[src/rtl/addr_seq_cmd_detect.sv]
module addr_seq_cmd_detect #(
  parameter int ADDR_W = 13,
  parameter logic [ADDR_W-1:0] KEY0 = 'h0000,
  parameter logic [ADDR_W-1:0] KEY1 = 'h1555,
  parameter logic [ADDR_W-1:0] KEY2 = 'h0AAA,
  parameter logic [ADDR_W-1:0] KEY3 = 'h1FFF,
  parameter logic [ADDR_W-1:0] KEY4 = 'h10F0,
  parameter logic [ADDR_W-1:0] STORE_KEY = 'h0F0F,
  parameter logic [ADDR_W-1:0] RECALL_KEY = 'h0F0E
) (
  input  logic              clk,
  input  logic              rst_n,
  input  logic              acc_stb,
  input  logic [ADDR_W-1:0] acc_addr,
  input  logic              acc_ce_n,
  input  logic              acc_we_n,
  input  logic              acc_oe_n,
  input  logic              nv_busy,
  output logic              store_req,
  output logic              recall_req,
  output logic              dq_hiz
);
  localparam int LEAD = 5;
  localparam int STEP_W = $clog2(LEAD + 1);
  localparam logic [STEP_W-1:0] LAST = STEP_W'(LEAD);

  logic [STEP_W-1:0] step_q;
  logic [ADDR_W-1:0] want;
  logic store_q, recall_q;

  always_comb begin
    case (step_q)
      STEP_W'(0): want = KEY0;
      STEP_W'(1): want = KEY1;
      STEP_W'(2): want = KEY2;
      STEP_W'(3): want = KEY3;
      default:    want = KEY4;
    endcase
  end

  wire sel        = acc_stb & ~acc_ce_n & ~nv_busy;
  wire rd         = sel & acc_we_n;
  wire wr         = sel & ~acc_we_n;
  wire at_end     = (step_q == LAST);
  wire hit_store  = rd & at_end & (acc_addr == STORE_KEY);
  wire hit_recall = rd & at_end & (acc_addr == RECALL_KEY);

  assign dq_hiz     = hit_store | hit_recall;
  assign store_req  = store_q;
  assign recall_req = recall_q;

  always_ff @(posedge clk or negedge rst_n) begin
    if (!rst_n) begin
      step_q   <= '0;
      store_q  <= 1'b0;
      recall_q <= 1'b0;
    end else begin
      store_q  <= hit_store;
      recall_q <= hit_recall;
      if (nv_busy || wr) begin
        step_q <= '0;
      end else if (rd) begin
        if (!at_end && acc_addr == want) step_q <= step_q + 1'b1;
        else if (acc_addr == KEY0)        step_q <= STEP_W'(1);
        else                              step_q <= '0;
      end
    end
  end

  p_req_onehot_r2: assert property (@(posedge clk) disable iff (!rst_n)
    !(store_req && recall_req));
  p_req_pulse_r10: assert property (@(posedge clk) disable iff (!rst_n)
    (store_req || recall_req) |=> !(store_req || recall_req));
  p_hiz_to_req_r7: assert property (@(posedge clk) disable iff (!rst_n)
    dq_hiz |=> (store_req || recall_req));
  p_req_from_hiz_r7: assert property (@(posedge clk) disable iff (!rst_n)
    (store_req || recall_req) |-> $past(dq_hiz));
  p_busy_quiet_r8: assert property (@(posedge clk) disable iff (!rst_n)
    nv_busy |=> (!store_req && !recall_req && step_q == '0));
  p_busy_no_hiz_r8: assert property (@(posedge clk) disable iff (!rst_n)
    nv_busy |-> !dq_hiz);
  p_step_range_r1: assert property (@(posedge clk) disable iff (!rst_n)
    step_q <= LAST);
  p_oe_known_r6: assert property (@(posedge clk) disable iff (!rst_n)
    (acc_stb && !acc_ce_n) |-> !$isunknown(acc_oe_n));
endmodule

[config.mk]
export PLATFORM = sky130hd
export DESIGN_NAME = addr_seq_cmd_detect
export DESIGN_NICKNAME = d
export VERILOG_FILES = /design/src/rtl/addr_seq_cmd_detect.sv
export SDC_FILE = /design/constraint.sdc
export NUM_CORES = 1
export LEC_CHECK = 0
export ABC_AREA = 1
export BUFFER_PORTS_ARGS = -buffer_cell sky130_fd_sc_hd__buf_2
export CORE_AREA = 4 4 41 43
export DETAILED_ROUTE_END_ITERATION = 8
export DIE_AREA = 0 0 45 47
export PLACE_DENSITY = 0.69
export SLEW_MARGIN = 10
export SYNTH_ARGS = -nofsm -noshare
export SYNTH_HDL_FRONTEND = slang
export SYNTH_SLANG_ARGS = --single-unit
[constraint.sdc]
create_clock -name clk -period 1.85 [get_ports clk]
set_input_delay 0.37 -clock clk [delete_from_list [all_inputs] [get_ports clk]]
set_output_delay 0.37 -clock clk [all_outputs]
set_load 0.01 [all_outputs]
Word level (Yosys, flattened, before mapping)
Index checks and enable logic that the tools add are counted.
{ "totals": {"mem_bits_ro": 0, "ff_bits": 5, "ramBits": 0, "n_memories": 0, "out_inout_bits": 3, "inputBits": 20, "elab_cells": 33, "latch_bits": 0} }
{ "op_classes": {"n_mul": 0, "addsub": 1, "shifts": 0, "n_eq_ne": 7, "n_reduce_logical": 6, "bitwise": 11, "n_mux": 5, "div": 0, "magnitude_cmp": 0} }
{ "ops": {"columns": ["op", "count"], "rows": [
  ["one-hot mux 13 bit (4 select lines)", 1],
  ["equality test 13 x 12 -> 1 bit (second input constant)", 2],
  ["equality test 13 bit", 1],
  ["zero test 13 bit", 1],
  ["2-to-1 mux 3 bit", 3],
  ["AND 1 bit", 7],
  ["equality test 3 x 2 -> 1 bit (second input constant)", 2],
  ["adder 3 x 1 -> 3 bit (second input constant)", 1],
  ["equality test 3 x 1 -> 1 bit (second input constant)", 1],
  ["equality test 3 bit (second input constant)", 1],
  ["zero test 3 bit", 1],
  ["inverter 1 bit", 3],
  ["nonzero test 2 bit", 1],
  ["logical AND 1 bit", 1],
  ["zero test 1 bit", 1],
  ["logical OR 1 bit", 1],
  ["2-to-1 mux 1 bit", 1],
  ["bitwise OR 1 bit", 1]
]} }

Depth between registers and ports, before layout
Gate-level depths: netlist of run 1.
{ "depth": {"depth_word": 7, "depth_mapped": 12, "ltp_nobuf": 12} }

Least setup slack after synthesis of run 1
OpenSTA, ideal clock, no wires.
{ "synth_timing": {"path_kind": "register to output", "startpoint": "register step_q[1]", "endpoint": "output dq_hiz", "stages_incl_launch_ff": 7, "slack_ns": 0.211, "n_path_buf": 0, "required_ns": 1.480, "t_arrival_ns": 1.269, "path_cell_list": "dfrtp_1 > inv_1 > ha_1 > nand2_1 > nor4_1 > nand3b_1 > nor2_1"} }
{ "synth_between": {"elab_chain_len": 4, "elab_cells_between_ends": 5, "classes_between": "eq/ne: 1; bitwise: 4"} }
{ "synth_rtl": {"columns": ["element", "line", "rtl"], "rows": [
  ["from (decl)", "27", "logic [STEP_W-1:0] step_q;"],
  ["from (signal assigned)", "63", "if (!at_end && acc_addr == want) step_q <= step_q + 1'b1;"],
  ["equality test 3 bit (*)", "44", "wire at_end = (step_q == LAST);"],
  ["AND 1 bit (*)", "45, 46", null],
  ["AND 1 bit (on tied branches)", "45, 46", null],
  ["bitwise OR 1 bit (*)", "48", "assign dq_hiz = hit_store | hit_recall;"],
  ["to (decl)", "21", "output logic dq_hiz"]
]} }
Mark *: on every way between the ends. The rest lies on a longest branch, timed or not.

Worst setup path after layout of run 1
Ends and elaborated chain as after synthesis.

==> out/results.txt, run 1 <==
clk buf depth: 2
WL met2: 652 microns
GRT overflow: 0
Slowest cell on crit path: dfrtp_1
All-Layer GR Usage: 14.06%
internal power consumption: 0.0002148 W
ys flop type: dfrtp_1
Die Span Y: 47 microns
post-synthesis cell type count: 20
clock share of power: 43.7%
CTS Root Cell: clkbuf_4
synth top area cells: dfrtp_1 (24%), nand2_1 (20%), ha_1 (12%)
Non-Filler Instances: 128
fmax: 0.5657 GHz
Post-synth EDFFs: 0
vias in the first global route: 581
max cap viols: 0
clk slew on worst S/H paths: 40 ps
initial antenna violation count: 0
Async SR Flop Fraction: 100.0%
drt total wl: 1.324 mm
final period utilization: 95.56%
sw power: 0.00007125 W
CP endpoint kind: output port
Fin. Hold Viols: 0
RSZ-0062 raised after global routing: true
CTS tree: done
Die X: 45 microns
Setup CP Type: reg2out
CP max stage delay: 390 ps
Max IR drop VDD: 0.3135 mV
min cycle time layout: 1768 ps
top-count cell post-synth: nand2_1
CORE AREA: 0.001301 sq mm
met3 WL: 110 microns
routed vias/inst: 4.625
DP Cell Count: 121
largest net degree at the start of global routing: 7
Worst Path Buf+Inv: 2
Netlist Area Pre-Place: 526.8 sq um
Synth area leader: dfrtp_1
Nets: 139
DRC viols: 0
M1 wire length: 542 microns
Cell Pwr Density: 380.4 mW/mm^2
logic gate share of total power: 17.9%
Max transition margin: 80.37%
Post-Synthesis Cells: 84
IO Count: 23
port bufs: 21
share of Yosys cell area claimed by the top area cell type: 23.75%
synthesis-to-finish area growth: 42.76%
post-DP HPWL: 1.014 mm
worst skew pair latency: 240 ps
worst-margin pin slew: 294.5 ps
top routing layer used: met4
post-synth net total: 109
Finish-stage setup viols: 0
layout cell share with drive strength beyond 1: 37.17%
Worst Skew: 3.461 ps
DRT iter0 DRCs: 18
syn avg cell area: 6.271 sq um
Seq pwr share: 38.4%
status: complete, no violations
post-route ant nets: 0
first-pass GRT wire length: 2.125 mm
crit path setup slack, layout: 82.19 ps
starting density of the core: 40.48%
sequential share of the synthesized area: 23.75%
YS warnings: 0
Routed wire per std cell: 10.34 microns
diode count: 0
critical-path cell list: inv_2 > ha_4 > nand2_4 > nor4_4 > nand3b_1 > nor2_1 > buf_2
H-tree levels: 1
switch share: 24.90%
Sink Count: 5
Setup crit start kind: register
pre-CTS WS: 111.5 ps
DR vias: 592
Crit Path Max Fanout: 2
Max Slew Vio Count: 0
drt pass-1 iters: 4
P_leak: 0.4187 nW
critical path arrival: 1400 ps
#FFs+latches synth: 5
Core Util, Final: 57.79%
cts bufs inserted: 3
Hold WC Path Type: in2reg
die area: 0.002115 sq mm
global placer's final weighted congestion: 0.7527
most instantiated cells after synthesis: nand2_1 (28), nor2_1 (12), inv_1 (10)
Cell Rows: 13
CP required: 1480 ps
delay-heaviest family, CP: simple AND/OR/NAND/NOR gates
-- registers in the layout, indices dropped and copies added (netlist names) --
signal	count
step_q	3
store_req	1
recall_req	1
-- power by group through the flow --
stage / Combinational (W) / Sequential [W] / Clock [W]
global route: 0.0000586 / 0.000110 / 0.000141
floorplan: 0.0000193 / 0.000111 / 0
CTS: 0.0000490 / 0.000110 / 0.000131
finish: 0.0000513 / 0.000110 / 0.000125
detailed placement: 0.0000465 / 0.000111 / 0
global placement: 0.0000451 / 0.000111 / 0
-- layout make-up --
| type | count | area (sq um) |
|---|---|---|
| fill | 129 | 549.3 |
| tap | 15 | 18.77 |
| clock buffer | 4 | 26.28 |
| inverter | 12 | 45.04 |
| timing repair buffer | 25 | 137.6 |
| sequential | 5 | 125.1 |
| multi-input combinational | 67 | 399.1 |
-- layout by cell type, fill, tap and decap left out, types with 2 or more instances in the layout --
cell and instances:
inv_1 9, nand2_1 27, nor2_1 12, inv_2 3, o21ai_1 2, nand2_2 3, nand4_1 2, clkbuf_4 3
buf_2 21, buf_4 3, dfrtp_1 5, nand3_1 5, nor2_4 2, ha_1 3
-- what timing repair did --
action                                  CTS  global route
hold buffers                              1             0
endpoints found under the hold margin     5             0
endpoints found under the setup margin    1             2
pin swaps                                 3             2
gates cloned                              0             0
setup buffers                             2             0
resized for setup                         4             5
-- metal layers --
metal | GRT usage [%] | up-vias
met5 | 0 | -
met4 | 8.772 | 0
met3 | 4.215 | 2
met2 | 23.73 | 21
met1 | 15.47 | 247
li1 | - | 322
-- path summary, 6_finish.rpt --
path	startpoint	cells after the start	endpoint	slack, ps
min reg2reg	step_q[1]	3	step_q[1]	670
min in group asynchronous	rst_n	2	store_req	470
max reg2reg	step_q[0]	11	step_q[0]	100
max	step_q[1]	7	dq_hiz	80
max in group asynchronous	rst_n	2	step_q[2]	1260
min	acc_addr[0]	2	recall_req	320
-- stage by stage --
step                setup TNS, ps   power, W  hold slack, ps  instance area, sq um
detailed placement              0  0.0001578           184.7                 658.1
CTS                             0  0.0002898           306.6                 720.7
finish                          0  0.0002861           316.2                 752.0
global placement                0  0.0001564           184.0                 658.1
floorplan                       0  0.0001307           74.41                 526.8
global route               -62.61  0.0003089           314.6                 752.0
-- logic make-up after synthesis --
logic type	after synthesis	share of synthesized area, %
AOI/OAI and AO/OA	5	5.462
adders and majority gates	5	11.88
and+or+nand+nor	57	50.36
DFF	5	23.75
buffers and inverters	12	8.552
No activity file was read; power rests on OpenSTA's default activity.
==> run 2: changes to the inputs <==
ABC_AREA = not set   (was 1)
PLACE_DENSITY = not set   (was 0.69)
SLEW_MARGIN = not set   (was 10)
==> run 2 against run 1 <==
Net effect: the run now ends with setup timing left; sequential share of layout area hardly changed; maximum frequency is 18% lower; non-clock buffer count is 9 higher; core utilization is 0.48 points higher; cell area is 0.83% higher; global-route usage is 0.28 points lower; via count is 6.8% lower; largest cell class unchanged.
==> out/results.txt, run 2 <==
most used cell, CP: ha_4
Fill cells: 126
clk slew on worst S/H paths: 40 ps
first-pass GRT wire length: 2.083 mm
Max IR drop VDD: 0.4224 mV
status: finished with violations
CP endpoint kind: register
critical path depth: 6
worst flop-to-flop path startpoint: step_q[0]
Max transition margin: 79.89%
Die X: 45 microns
global placer's final weighted congestion: 0.8223
IO Count: 23
Setup crit start kind: register
Final TNS setup: -756.1 ps
Synth area leader: dfrtp_1
largest net degree at the start of global routing: 9
ys flop type: dfrtp_1
Cell Pwr Density: 370.0 mW/mm^2
crit path setup slack, layout: -314.0 ps
failing checks: setup timing
final period utilization: 117.0%
GRT overflow: 0
Netlist Area Pre-Place: 471.7 sq um
YS warnings: 0
top-count cell post-synth: nand2_1
port bufs: 21
syn avg cell area: 8.133 sq um
DRT iter0 DRCs: 3
CP max stage delay: 440 ps
worst skew pair latency: 240 ps
layout cell share with drive strength beyond 1: 47.92%
cts bufs inserted: 3
Crit Path Max Fanout: 4
critical-path cell list: ha_4 > ha_4 > or3_1 > a221o_1 > or4_4 > o221ai_2
Fin. Hold Viols: 0
Hold WC Path Type: in2reg
Setup crit end: step_q[0]
Routed wire per std cell: 11.40 microns
Multi-input gate area: 359.1 sq um
post-synth net total: 83
post-synthesis cell type count: 25
Die Span Y: 47 microns
post-DP HPWL: 1.087 mm
clk buf depth: 2
Cell Rows: 13
diode count: 0
Reg2Reg Depth: 6
commonest non-fill, non-tap cells in the layout: buf_2 (21), buf_4 (12), nand2_1 (7)
Largest register FFs: 3
#FFs+latches synth: 5
P_leak: 0.3702 nW
fmax: 0.4621 GHz
worst reg2reg setup slack: -310 ps
max cap viols: 0
share of Yosys cell area claimed by the top area cell type: 26.53%
Sink Count: 5
largest register by flop count: step_q
most instantiated cells after synthesis: nand2_1 (7), inv_1 (6), dfrtp_1 (5), ha_1 (5)
DR vias: 552
die area: 0.002115 sq mm
initial antenna violation count: 0
starting density of the core: 36.25%
Finish-stage setup viols: 3
Slowest cell on crit path: dfrtp_2
CP startpoint: step_q[0]
CP required: 2000 ps
most common cell after layout, fill and taps aside: buf_2
RSZ-0062 raised after global routing: true
Setup CP Type: reg2reg
CORE AREA: 0.001301 sq mm
DRC viols: 0
Max Slew Vio Count: 0
Reg area: 126.4 sq um
Nets: 122
All-Layer GR Usage: 13.78%
DP Area: 689.4 sq um
routed vias/inst: 4.973
min cycle time layout: 2164 ps
H-tree levels: 1
Final Cell Area: 758.2 sq um
drt pass-1 iters: 2
Post-Synthesis Cells: 58
vias in the first global route: 547
pre-CTS WS: -491.3 ps
critical path arrival: 2320 ps
synthesis-to-finish area growth: 60.74%
CTS tree: done
synth top area cells: dfrtp_1 (27%), ha_1 (13%), nand2_1 (5.6%)
delay-heaviest family, CP: simple AND/OR/NAND/NOR gates
Async SR Flop Fraction: 100.0%
Post-synth EDFFs: 0
Worst Path Buf+Inv: 0
post-route ant nets: 0
worst-margin pin slew: 297.6 ps
CTS Root Cell: clkbuf_4
reg2reg end: step_q[0]
Worst Skew: 2.475 ps
drt total wl: 1.265 mm
sequential share of the synthesized area: 26.53%
run 2: cell families after synthesis:
kind of cell | synth area share [%]
and+or+nand+nor | 36.08
DFF | 26.53
muxes | 2.122
AOI/OAI and AO/OA | 17.24
buffers and inverters | 4.774
adders and majority gates | 13.26
run 2: worst min path at each step:
stage          depth (start not counted)          to   startpoint
2_1_floorplan                          0  recall_req        rst_n
3_3_place_gp                           1   step_q[1]        rst_n
3_5_place_dp                           1   step_q[1]        rst_n
4_1_cts                                3  recall_req  acc_addr[0]
5_1_grt                                3  recall_req  acc_addr[0]
6_report                               3  recall_req  acc_addr[0]
run 2: per-stage QoR:
stage	hold WS [ps]	instances	power (W)	utilization (%)
2_1_floorplan	74.41	58	0.0001238	-
3_3_place_gp	186.8	106	0.0001530	52.98
3_5_place_dp	189.8	106	0.0001547	52.98
4_1_cts	386.5	111	0.0002859	57.69
5_1_grt	392.0	111	0.0003060	58.27
6_report	397.0	111	0.0002805	58.27
run 2: worst register-to-register path, delay by kind of cell (launching register included):
kind,cells,cell delay (ps)
and+or+nand+nor,2,790
adders and majority gates,2,330
AOI/OAI and AO/OA,2,520
DFF,1,440
run 2: repair_timing:
action	CTS	global route
pin swaps	2	2
resized for setup	5	2
endpoints found under the setup margin	3	4
hold buffers	1	0
cloned	0	0
endpoints found under the hold margin	5	0
setup buffers	0	0
run 2: area by class of cell:
class	instances	area share [%]
multi-input cells	47	47.36
repair buffers	34	27.06
flip-flops and latches	5	16.67
clock buffers	4	3.465
inverters	6	2.970
well taps	15	2.475
run 2: power by group:
part / total [W] / switching (W) / internal, W
combinational: 0.0000454 / 0.0000206 / 0.0000249
clock: 0.000125 / 0.0000438 / 0.0000815
sequential: 0.000110 / 0.00000000188 / 0.000110
total: 0.000281 / 0.0000644 / 0.000216
run 2: metal layers:
metal | vias to the layer above | share of wire (%) | GRT usage (%)
li1 | 289 | - | -
met1 | 245 | 41 | 14.65
met2 | 18 | 51 | 25.14
met3 | 0 | 8.1 | 5.747
met4 | 0 | 0 | 3.509
met5 | - | 0 | 0
==> run 3: changes to the inputs <==
ABC_CLOCK_PERIOD_IN_PS = 1850   (was not set)
CTS_BUF_LIST = sky130_fd_sc_hd__clkbuf_2   (was not set)
TNS_END_PERCENT = 5   (was not set)
==> run 3 against run 2 <==
Net effect: sequential cell count unchanged; combinational power about the same; critical path depth is the same; global-route usage is 0.61 points lower; the flow still finishes with violations (setup timing); first-iteration DRC count increased by 130%; core utilization fell by 1.5 points; power fell by 8.8%; clock skew up 7.5 ps; routed wire length shrank 3.3%; critical path type unchanged.
==> out/results.txt, run 3 (same netlist as run 2, synthesis figures left out) <==
min cycle time layout: 2182 ps
fmax: 0.4583 GHz
DRT iter0 DRCs: 7
diode count: 0
Max transition margin: 81.81%
DRC viols: 0
CORE AREA: 0.001301 sq mm
logic gate share of total power: 17.7%
Setup CP Type: reg2reg
Fin. Hold Viols: 0
Max Slew Vio Count: 0
switch share: 24.96%
CP startpoint: step_q[0]
failing checks: setup timing
global placer's final weighted congestion: 0.7937
layout cell share with drive strength beyond 1: 45.83%
vias in the first global route: 534
Finish-stage setup viols: 3
die area: 0.002115 sq mm
Core Util, Final: 56.73%
DP Cell Count: 105
clk slew on worst S/H paths: 60 ps
Non-Filler Instances: 111
IO Count: 23
CP max stage delay: 430 ps
CTS tree: done
DR vias: 555
GRT overflow: 0
Worst Path Buf+Inv: 0
first-pass GRT wire length: 1.952 mm
worst flop-to-flop path startpoint: step_q[0]
Setup crit start kind: register
critical path arrival: 2300 ps
Max IR drop VDD: 0.4834 mV
final period utilization: 118.0%
CP required: 1970 ps
max cap viols: 0
internal power consumption: 0.0001919 W
Cell Pwr Density: 346.5 mW/mm^2
initial antenna violation count: 0
pre-CTS WS: -501.9 ps
Slowest cell on crit path: or4_4
worst-margin pin slew: 269.0 ps
crit path setup slack, layout: -332.1 ps
largest register by flop count: step_q
most common cell after layout, fill and taps aside: buf_2
commonest non-fill, non-tap cells in the layout: buf_2 (21), buf_4 (12), nand2_1 (7)
worst skew pair latency: 220 ps
post-DP HPWL: 1.065 mm
Crit Path Max Fanout: 3
drt pass-1 iters: 4
Hold WC Path Type: in2reg
status: finished with violations
Cell Rows: 13
worst hold start: acc_addr[0]
P_leak: 0.3740 nW
sw power: 0.00006384 W
port bufs: 21
CTS Root Cell: clkbuf_2
clk buf depth: 2
Die X: 45 microns
Hold Slack: 412.3 ps
clock share of power: 39.5%
post-route ant nets: 0
drt total wl: 1.223 mm
routed vias/inst: 5.000
starting density of the core: 36.25%
Routed wire per std cell: 11.02 microns
Seq pwr share: 42.8%
cts bufs inserted: 3
Die Span Y: 47 microns
delay-heaviest family, CP: simple AND/OR/NAND/NOR gates
Worst Skew: 9.992 ps
All-Layer GR Usage: 13.16%
largest net degree at the start of global routing: 9
Nets: 122
RSZ-0062 raised after global routing: true
CP endpoint kind: register
critical-path cell list: ha_2 > ha_4 > or3_1 > a221o_1 > or4_4 > o221ai_2
H-tree levels: 1
Largest register FFs: 3
synthesis-to-finish area growth: 56.50%
Sink Count: 5
-- run 3: cell counts in the layout (fill, tap and decap cells not counted) --
No cell type changed its count.
-- run 3: power by group through the flow --
stage	sequential (W)	combinational, W	clock [W]
after detailed placement	0.000111	0.0000430	0
after floorplan	0.000111	0.0000124	0
after global placement	0.000111	0.0000417	0
final	0.000109	0.0000453	0.000101
after CTS	0.000109	0.0000447	0.000108
after global routing	0.000109	0.0000513	0.000123
-- run 3: worst paths after layout --
check,cells after the start,endpoint,slack [ps]
min in group asynchronous,2,store_req,490
worst min register to register,3,step_q[2],630
worst max-delay path,6,step_q[0],-330
worst max register to register,6,step_q[0],-330
max in group asynchronous,2,step_q[0],1200
worst min-delay path,3,recall_req,410
-- run 3: layer usage --
layer,share of wire (%),vias to the layer above,track usage [%]
met3,9.2,4,5.747
li1,-,287,-
met5,0,-,0
met2,48,21,22.32
met1,40,243,13.33
met4,3.2,0,8.187
-- run 3: worst reg2reg max path: cells and delay by family (launching register included) --
kind	cells	cell delay [ps]
AOI/OAI and AO/OA	2	520
DFF	1	420
and+or+nand+nor	2	780
adders and majority gates	2	360
-- run 3: through the flow --
| step | instance area [sq um] | TNS [ps] | power [W] |
|---|---|---|---|
| 2_1_floorplan | 475.5 | -721.3 | 0.0001238 |
| 3_3_place_gp | 681.9 | -1218 | 0.0001530 |
| 3_5_place_dp | 681.9 | -1281 | 0.0001544 |
| 4_1_cts | 724.4 | -778.4 | 0.0002617 |
| 5_1_grt | 738.2 | -977.4 | 0.0002835 |
| 6_report | 738.2 | -749.1 | 0.0002558 |
-- run 3: cell type report --
| cell class | count | area (sq um) |
|---|---|---|
| Fill cell | 141 | 563.0 |
| Multi-Input combinational cell | 47 | 345.3 |
| Timing Repair Buffer | 34 | 205.2 |
| Sequential cell | 5 | 126.4 |
| Inverter | 6 | 22.52 |
| Clock buffer | 4 | 20.02 |
| Tap cell | 15 | 18.77 |
-- run 3: timing repair --
action / 4_1_cts / 5_1_grt
buffers inserted: 0 / 1
hold endpoints to repair: 5 / 0
hold buffers: 1 / 0
pin swaps: 0 / 0
endpoints found under the setup margin: 3 / 4
resized for setup: 3 / 1
